`config.mk`:
```
export PLATFORM = sky130hd
export DESIGN_NAME = acmp_ctrl
export DESIGN_NICKNAME = d
export VERILOG_FILES = /design/src/rtl/acmp_pkg.sv /design/src/rtl/acmp_tick_gen.sv /design/src/rtl/acmp_filter.sv /design/src/rtl/acmp_seq.sv /design/src/rtl/acmp_ctrl.sv
export SDC_FILE = /design/constraint.sdc
export NUM_CORES = 1
export LEC_CHECK = 0
export BUFFER_PORTS_ARGS = -buffer_cell sky130_fd_sc_hd__buf_2
export CORE_MARGIN = 4
export CORE_UTILIZATION = 28
export DETAILED_ROUTE_END_ITERATION = 16
export PLACE_DENSITY = 0.43
export SKIP_LAST_GASP = 1
export SLEW_MARGIN = 20
export SYNTH_ARGS = -nofsm -noshare
export SYNTH_HDL_FRONTEND = slang
export SYNTH_SLANG_ARGS = --single-unit
```
`constraint.sdc`:
```
create_clock -name clk_i -period 5.2 [get_ports clk_i]
set_clock_uncertainty 0.05 [all_clocks]
set_input_delay 1.04 -clock clk_i [delete_from_list [all_inputs] [get_ports clk_i]]
set_output_delay 1.04 -clock clk_i [all_outputs]
set_load 0.05 [all_outputs]
```
`src/rtl/acmp_pkg.sv`:
```
package acmp_pkg;
  typedef enum logic [1:0] {
    EDGE_RISE = 2'b00,
    EDGE_FALL = 2'b01,
    EDGE_BOTH = 2'b10,
    EDGE_NONE = 2'b11
  } edge_sel_e;

  function automatic logic edge_hit(input logic [1:0] sel, input logic cur, input logic nxt);
    logic h;
    case (edge_sel_e'(sel))
      EDGE_RISE: h = !cur && nxt;
      EDGE_FALL: h = cur && !nxt;
      EDGE_BOTH: h = cur != nxt;
      default:   h = 1'b0;
    endcase
    return h;
  endfunction
endpackage

```
`src/rtl/acmp_tick_gen.sv`:
```
module acmp_tick_gen #(
  parameter int LS_DIV    = 2,
  parameter int HS_DIV_LO = 64,
  parameter int HS_DIV_HI = 128
) (
  input  logic       clk_i,
  input  logic       rst_ni,
  input  logic       en_i,
  input  logic       hs_tick_i,
  input  logic       ls_tick_i,
  input  logic       clk_sel_i,
  input  logic [1:0] smp_sel_i,
  input  logic       stop_i,
  output logic       base_tick_o,
  output logic       filt_on_o,
  output logic       smp_tick_o
);
  localparam int HS_MAX  = (HS_DIV_HI > HS_DIV_LO) ? HS_DIV_HI : HS_DIV_LO;
  localparam int MAX_DIV = (LS_DIV > HS_MAX) ? LS_DIV : HS_MAX;
  localparam int DIV_W   = (MAX_DIV > 2) ? $clog2(MAX_DIV) : 1;
  localparam logic [DIV_W-1:0] LS_LIM = DIV_W'(LS_DIV - 1);
  localparam logic [DIV_W-1:0] LO_LIM = DIV_W'(HS_DIV_LO - 1);
  localparam logic [DIV_W-1:0] HI_LIM = DIV_W'(HS_DIV_HI - 1);

  logic [DIV_W-1:0] div_q, lim;

  assign base_tick_o = clk_sel_i ? hs_tick_i : ls_tick_i;
  assign filt_on_o   = !stop_i && (clk_sel_i ? smp_sel_i[1] : smp_sel_i[0]);

  always_comb begin
    if (!clk_sel_i)        lim = LS_LIM;
    else if (smp_sel_i[0]) lim = HI_LIM;
    else                   lim = LO_LIM;
  end

  assign smp_tick_o = en_i && filt_on_o && base_tick_o && (div_q == lim);

  // divider restarts with each enable so comparison time is fixed
  always_ff @(posedge clk_i or negedge rst_ni) begin
    if (!rst_ni)                    div_q <= '0;
    else if (!en_i || !filt_on_o)   div_q <= '0;
    else if (base_tick_o)           div_q <= (div_q == lim) ? '0 : div_q + 1'b1;
  end
endmodule

```
`src/rtl/acmp_filter.sv`:
```
module acmp_filter #(
  parameter int FILT_CNT = 3,
  parameter int SYNC_CNT = 2
) (
  input  logic clk_i,
  input  logic rst_ni,
  input  logic en_i,
  input  logic raw_i,
  input  logic base_tick_i,
  input  logic smp_tick_i,
  input  logic filt_on_i,
  output logic level_o,
  output logic dec_o,
  output logic nxt_lvl_o
);
  localparam int CNT_MAX = (FILT_CNT > SYNC_CNT) ? FILT_CNT : SYNC_CNT;
  localparam int CNT_W   = $clog2(CNT_MAX + 1);

  logic             s1_q, cand_q, lvl_q;
  logic [CNT_W-1:0] cnt_q;

  always_comb begin
    dec_o     = 1'b0;
    nxt_lvl_o = lvl_q;
    if (en_i) begin
      if (filt_on_i) begin
        if (smp_tick_i && cnt_q == CNT_W'(FILT_CNT - 1) && s1_q == cand_q) begin
          dec_o     = 1'b1;
          nxt_lvl_o = cand_q;
        end
      end else if (base_tick_i && cnt_q >= CNT_W'(SYNC_CNT - 1)) begin
        dec_o     = 1'b1;
        nxt_lvl_o = s1_q;
      end
    end
  end

  always_ff @(posedge clk_i or negedge rst_ni) begin
    if (!rst_ni) begin
      s1_q   <= 1'b0;
      cand_q <= 1'b0;
      lvl_q  <= 1'b0;
      cnt_q  <= '0;
    end else begin
      if (base_tick_i) s1_q <= raw_i;
      if (dec_o)       lvl_q <= nxt_lvl_o;
      if (!en_i) begin
        cnt_q <= '0;
      end else if (filt_on_i) begin
        if (smp_tick_i) begin
          if (cnt_q == '0 || s1_q != cand_q) begin
            cand_q <= s1_q;
            cnt_q  <= CNT_W'(1);
          end else if (cnt_q < CNT_W'(FILT_CNT)) begin
            cnt_q <= cnt_q + 1'b1;
          end
        end
      end else if (base_tick_i && cnt_q < CNT_W'(SYNC_CNT)) begin
        cnt_q <= cnt_q + 1'b1;
      end
    end
  end

  assign level_o = lvl_q;
endmodule

```
`src/rtl/acmp_seq.sv`:
```
module acmp_seq
  import acmp_pkg::*;
(
  input  logic       clk_i,
  input  logic       rst_ni,
  input  logic       en_i,
  input  logic [1:0] mode_i,
  input  logic [1:0] edge_sel_i,
  input  logic       dec_i,
  input  logic       lvl_i,
  input  logic       nxt_lvl_i,
  output logic       irq_o,
  output logic       en_clr_o
);
  logic fin_q, irq_q, clr_q, irq_d, clr_d, hit;

  assign hit = edge_hit(edge_sel_i, lvl_i, nxt_lvl_i);

  always_comb begin
    irq_d = 1'b0;
    clr_d = 1'b0;
    if (en_i && dec_i) begin
      if (mode_i[1]) begin
        irq_d = hit;
      end else if (!fin_q && (mode_i[0] || hit)) begin
        irq_d = 1'b1;
        clr_d = 1'b1;
      end
    end
  end

  // fin_q blocks repeat one-shots until software drops enable
  always_ff @(posedge clk_i or negedge rst_ni) begin
    if (!rst_ni) begin
      fin_q <= 1'b0;
      irq_q <= 1'b0;
      clr_q <= 1'b0;
    end else begin
      fin_q <= en_i && (fin_q || clr_d);
      irq_q <= irq_d;
      clr_q <= clr_d;
    end
  end

  assign irq_o    = irq_q;
  assign en_clr_o = clr_q;
endmodule

```
`src/rtl/acmp_ctrl.sv`:
```
module acmp_ctrl #(
  parameter int LS_DIV    = 2,
  parameter int HS_DIV_LO = 64,
  parameter int HS_DIV_HI = 128,
  parameter int FILT_CNT  = 3,
  parameter int SYNC_CNT  = 2
) (
  input  logic       clk_i,
  input  logic       rst_ni,
  input  logic       hs_tick_i,
  input  logic       ls_tick_i,
  input  logic       cmp_raw_i,
  input  logic       en_i,
  input  logic [1:0] mode_i,
  input  logic       clk_sel_i,
  input  logic [1:0] smp_sel_i,
  input  logic [1:0] edge_sel_i,
  input  logic       stop_i,
  output logic       level_o,
  output logic       irq_o,
  output logic       en_clr_o
);
  logic base_tick, filt_on, smp_tick, dec, nxt_lvl;

  acmp_tick_gen #(
    .LS_DIV(LS_DIV), .HS_DIV_LO(HS_DIV_LO), .HS_DIV_HI(HS_DIV_HI)
  ) u_tick (
    .clk_i, .rst_ni, .en_i, .hs_tick_i, .ls_tick_i, .clk_sel_i, .smp_sel_i, .stop_i,
    .base_tick_o(base_tick), .filt_on_o(filt_on), .smp_tick_o(smp_tick)
  );

  acmp_filter #(.FILT_CNT(FILT_CNT), .SYNC_CNT(SYNC_CNT)) u_filt (
    .clk_i, .rst_ni, .en_i, .raw_i(cmp_raw_i), .base_tick_i(base_tick),
    .smp_tick_i(smp_tick), .filt_on_i(filt_on), .level_o,
    .dec_o(dec), .nxt_lvl_o(nxt_lvl)
  );

  acmp_seq u_seq (
    .clk_i, .rst_ni, .en_i, .mode_i, .edge_sel_i, .dec_i(dec),
    .lvl_i(level_o), .nxt_lvl_i(nxt_lvl), .irq_o, .en_clr_o
  );
endmodule

```
==> results.cfg <==
[floorplanning]
num_rows = 22
die-area_mm2 = 0.00482
die_w_um = 69.5
initial_core_util_pct = 28.9
top_level_ports = 17
coreArea_mm2 = 0.00366
die_h_um = 69.5

[synthesis]
ys_types = 40
netlist_area_mm2 = 0.00106
synth_nets = 135
syn_inst = 114
synth_seq_cells = 15
synth_edf_count = 0
synth_area_per_cell_um2 = 9.27
synth_seq_area_share_pct = 35.5
yosys_warnings = 0
async_flop_share_pct = 100
synthFlopType = dfrtp_1

[hold_path]
hp-class = reg -> reg

[route]
routed_wl_um = 2450
route.vias.total = 889
antenna_left = 0
drtIter0Drc = 20
drcViolationCount = 0
drt_pass1_iterations = 4
viasPerCell = 4.94
wl_per_cell_um = 13.6

[clock_network]
cts_max_level = 1
cts.clk_slew.worst_paths_ps = 70
tritoncts = yes
numCtsBuffers = 3
cts_hold_buffers = 0
cts.repair.resized = 0
post_cts_buffers = 0
worstSkewPairLatency_ps = 250
clock_path_buffers = 2
cts_num_sinks = 15
clockRootBuffer = clkbuf_8

[setup_path]
endpoint_kind = flop
path_max_fanout = 10
r2r_cells = 11
crit_start = clk_sel_i
cp.required_ps = 5280
cp_data_arrival_time_ps = 3440
cp-start-kind = input port
timing.rr.start = u_tick.div_q[2]
path_class = in -> reg
endpoint = u_seq.fin_q
rrSetupSlack_ps = 2100
timing.rr.end = u_seq.fin_q

[timing]
final-setup-viol-count = 0
period_share_pct = 64.6
slew_headroom_pct = 62.1
hold_viol = 0
slew_violations = 0
min_period_ps = 3360
timing.fmax_mhz = 298
worstMarginPinSlew_ps = 561
setup_ws_ps = 1840
rsz0062_at_grt = no
tns_ps = 0

[global_routing]
gr-total-overflow = 0
grt_pass1_vias = 834
grt_max_degree = 16
grt_first_pass_wirelength_um = 4150
antenna_found_initial = 0
grtUsageTotal_pct = 10.8

[status]
status = completed

[placement]
io_buffers = 16
pre_cts_ws_ps = 1570
hpwl_um = 1880
place.gp.congestion = 0.757

[finish]
multi_input_area_um2 = 647
syn_to_final_growth_pct = 16.8
final_layout_size_suffix_gt1_share_pct = 20.5
register_area_um2 = 375
antenna_cells = 0
final_cell_mix = 16 x buf_2, 15 x dfrtp_1, 12 x nand2_1
fillers = 384
final_common_cell = buf_2
final_net_count = 154

[power]
p_leak_uw = 0.000597
powerDensity_mw_per_mm2 = 255
vdd_ir_drop_max_v = 0.000114

[run]
drv_cap = 0
[registers in the layout (all words and copies together) (netlist names)]
register        count
u_tick.div_q        7
u_seq.fin_q         1
u_seq.irq_o         1
u_filt.cnt_q        2
u_filt.cand_q       1
u_filt.s1_q         1
u_filt.level_o      1
u_seq.en_clr_o      1
[layout make-up]
| type | count | share of cell area (%) |
|---|---|---|
| Sequential cell | 15 | 30.4 |
| Tap cell | 48 | 4.86 |
| Clock inverter | 1 | 0.405 |
| Timing Repair Buffer | 16 | 6.48 |
| Inverter | 7 | 2.13 |
| Clock buffer | 3 | 3.34 |
| Multi-Input combinational cell | 90 | 52.4 |
[where the power goes]
part / internal (µW) / leakage [µW] / switching [µW] / total, µW
Combinational: 32.5 / 0.000369 / 52.6 / 85.1
Clock: 53.2 / 0.0000255 / 45.7 / 98.9
Sequential: 123 / 0.000203 / 7.61 / 131
Total: 209 / 0.000597 / 106 / 315
[metal layers]
layer,track usage (%),up-vias,share of wire [%]
met4,5.42,0,2.0
met1,15.1,411,47
met5,0,-,0
met2,15.8,16,47
li1,-,457,-
met3,2.17,5,3.2
[cell usage after synthesis (3+ instances only)]
| cell type | instances | area share (%) |
|---|---|---|
| nand2b_1 | 4 | 2.4 |
| dfrtp_1 | 15 | 36 |
| nor2_1 | 7 | 2.5 |
| xnor2_1 | 3 | 2.5 |
| nand2_1 | 12 | 4.3 |
| a21oi_1 | 7 | 3.3 |
| a31oi_1 | 4 | 2.4 |
| inv_1 | 7 | 2.5 |
| a211oi_1 | 3 | 2.1 |
| nand3_1 | 6 | 2.8 |
| ha_1 | 7 | 8.3 |
| mux2_2 | 3 | 3.2 |
| mux2i_1 | 4 | 3.8 |
[metrics by stage]
stage / utilization (%) / hold slack [ps] / instances / area (µm²) / power, µW
3_5_place_dp: 32.5 / 403 / 176 / 1190 / 219
3_3_place_gp: 32.5 / 403 / 176 / 1190 / 219
6_report: 33.7 / 409 / 180 / 1230 / 315
5_1_grt: 33.7 / 441 / 180 / 1230 / 339
4_1_cts: 33.7 / 410 / 180 / 1230 / 321
2_1_floorplan: - / 377 / 114 / 1060 / 194
[kinds of logic after synthesis]
group                      Yosys count  synth area share (%)
AOI/OAI and AO/OA                   30                  20.6
xor gates and xnor gates             4                  3.31
adders and majority gates            7                  8.28
buffers and inverters                9                  3.31
DFF                                 15                  35.5
muxes                                7                  6.98
and+or+nand+nor                     42                  22.0
[how the worst min path moves through the flow]
| stage | start | end | slack (ps) | depth (start not counted) |
|---|---|---|---|---|
| 2_1_floorplan | u_seq.fin_q | u_seq.en_clr_o | 380 | 1 |
| 3_3_place_gp | u_seq.fin_q | u_seq.en_clr_o | 400 | 1 |
| 3_5_place_dp | u_seq.fin_q | u_seq.en_clr_o | 400 | 1 |
| 4_1_cts | u_seq.fin_q | u_seq.en_clr_o | 410 | 1 |
| 5_1_grt | u_seq.fin_q | u_seq.en_clr_o | 440 | 1 |
| 6_report | u_seq.fin_q | u_seq.en_clr_o | 410 | 1 |
[critical path: stages]
cell	delay (ps)
buf_2	160
nor4b_1	310
a41oi_1	170
nor4b_4	430
mux2i_1	320
a211oi_1	120
ha_1	290
inv_1	30
mux2i_1	110
o21ai_0	110
o221ai_1	260
nand2_1	80
Power figures use the tool's default switching activity.
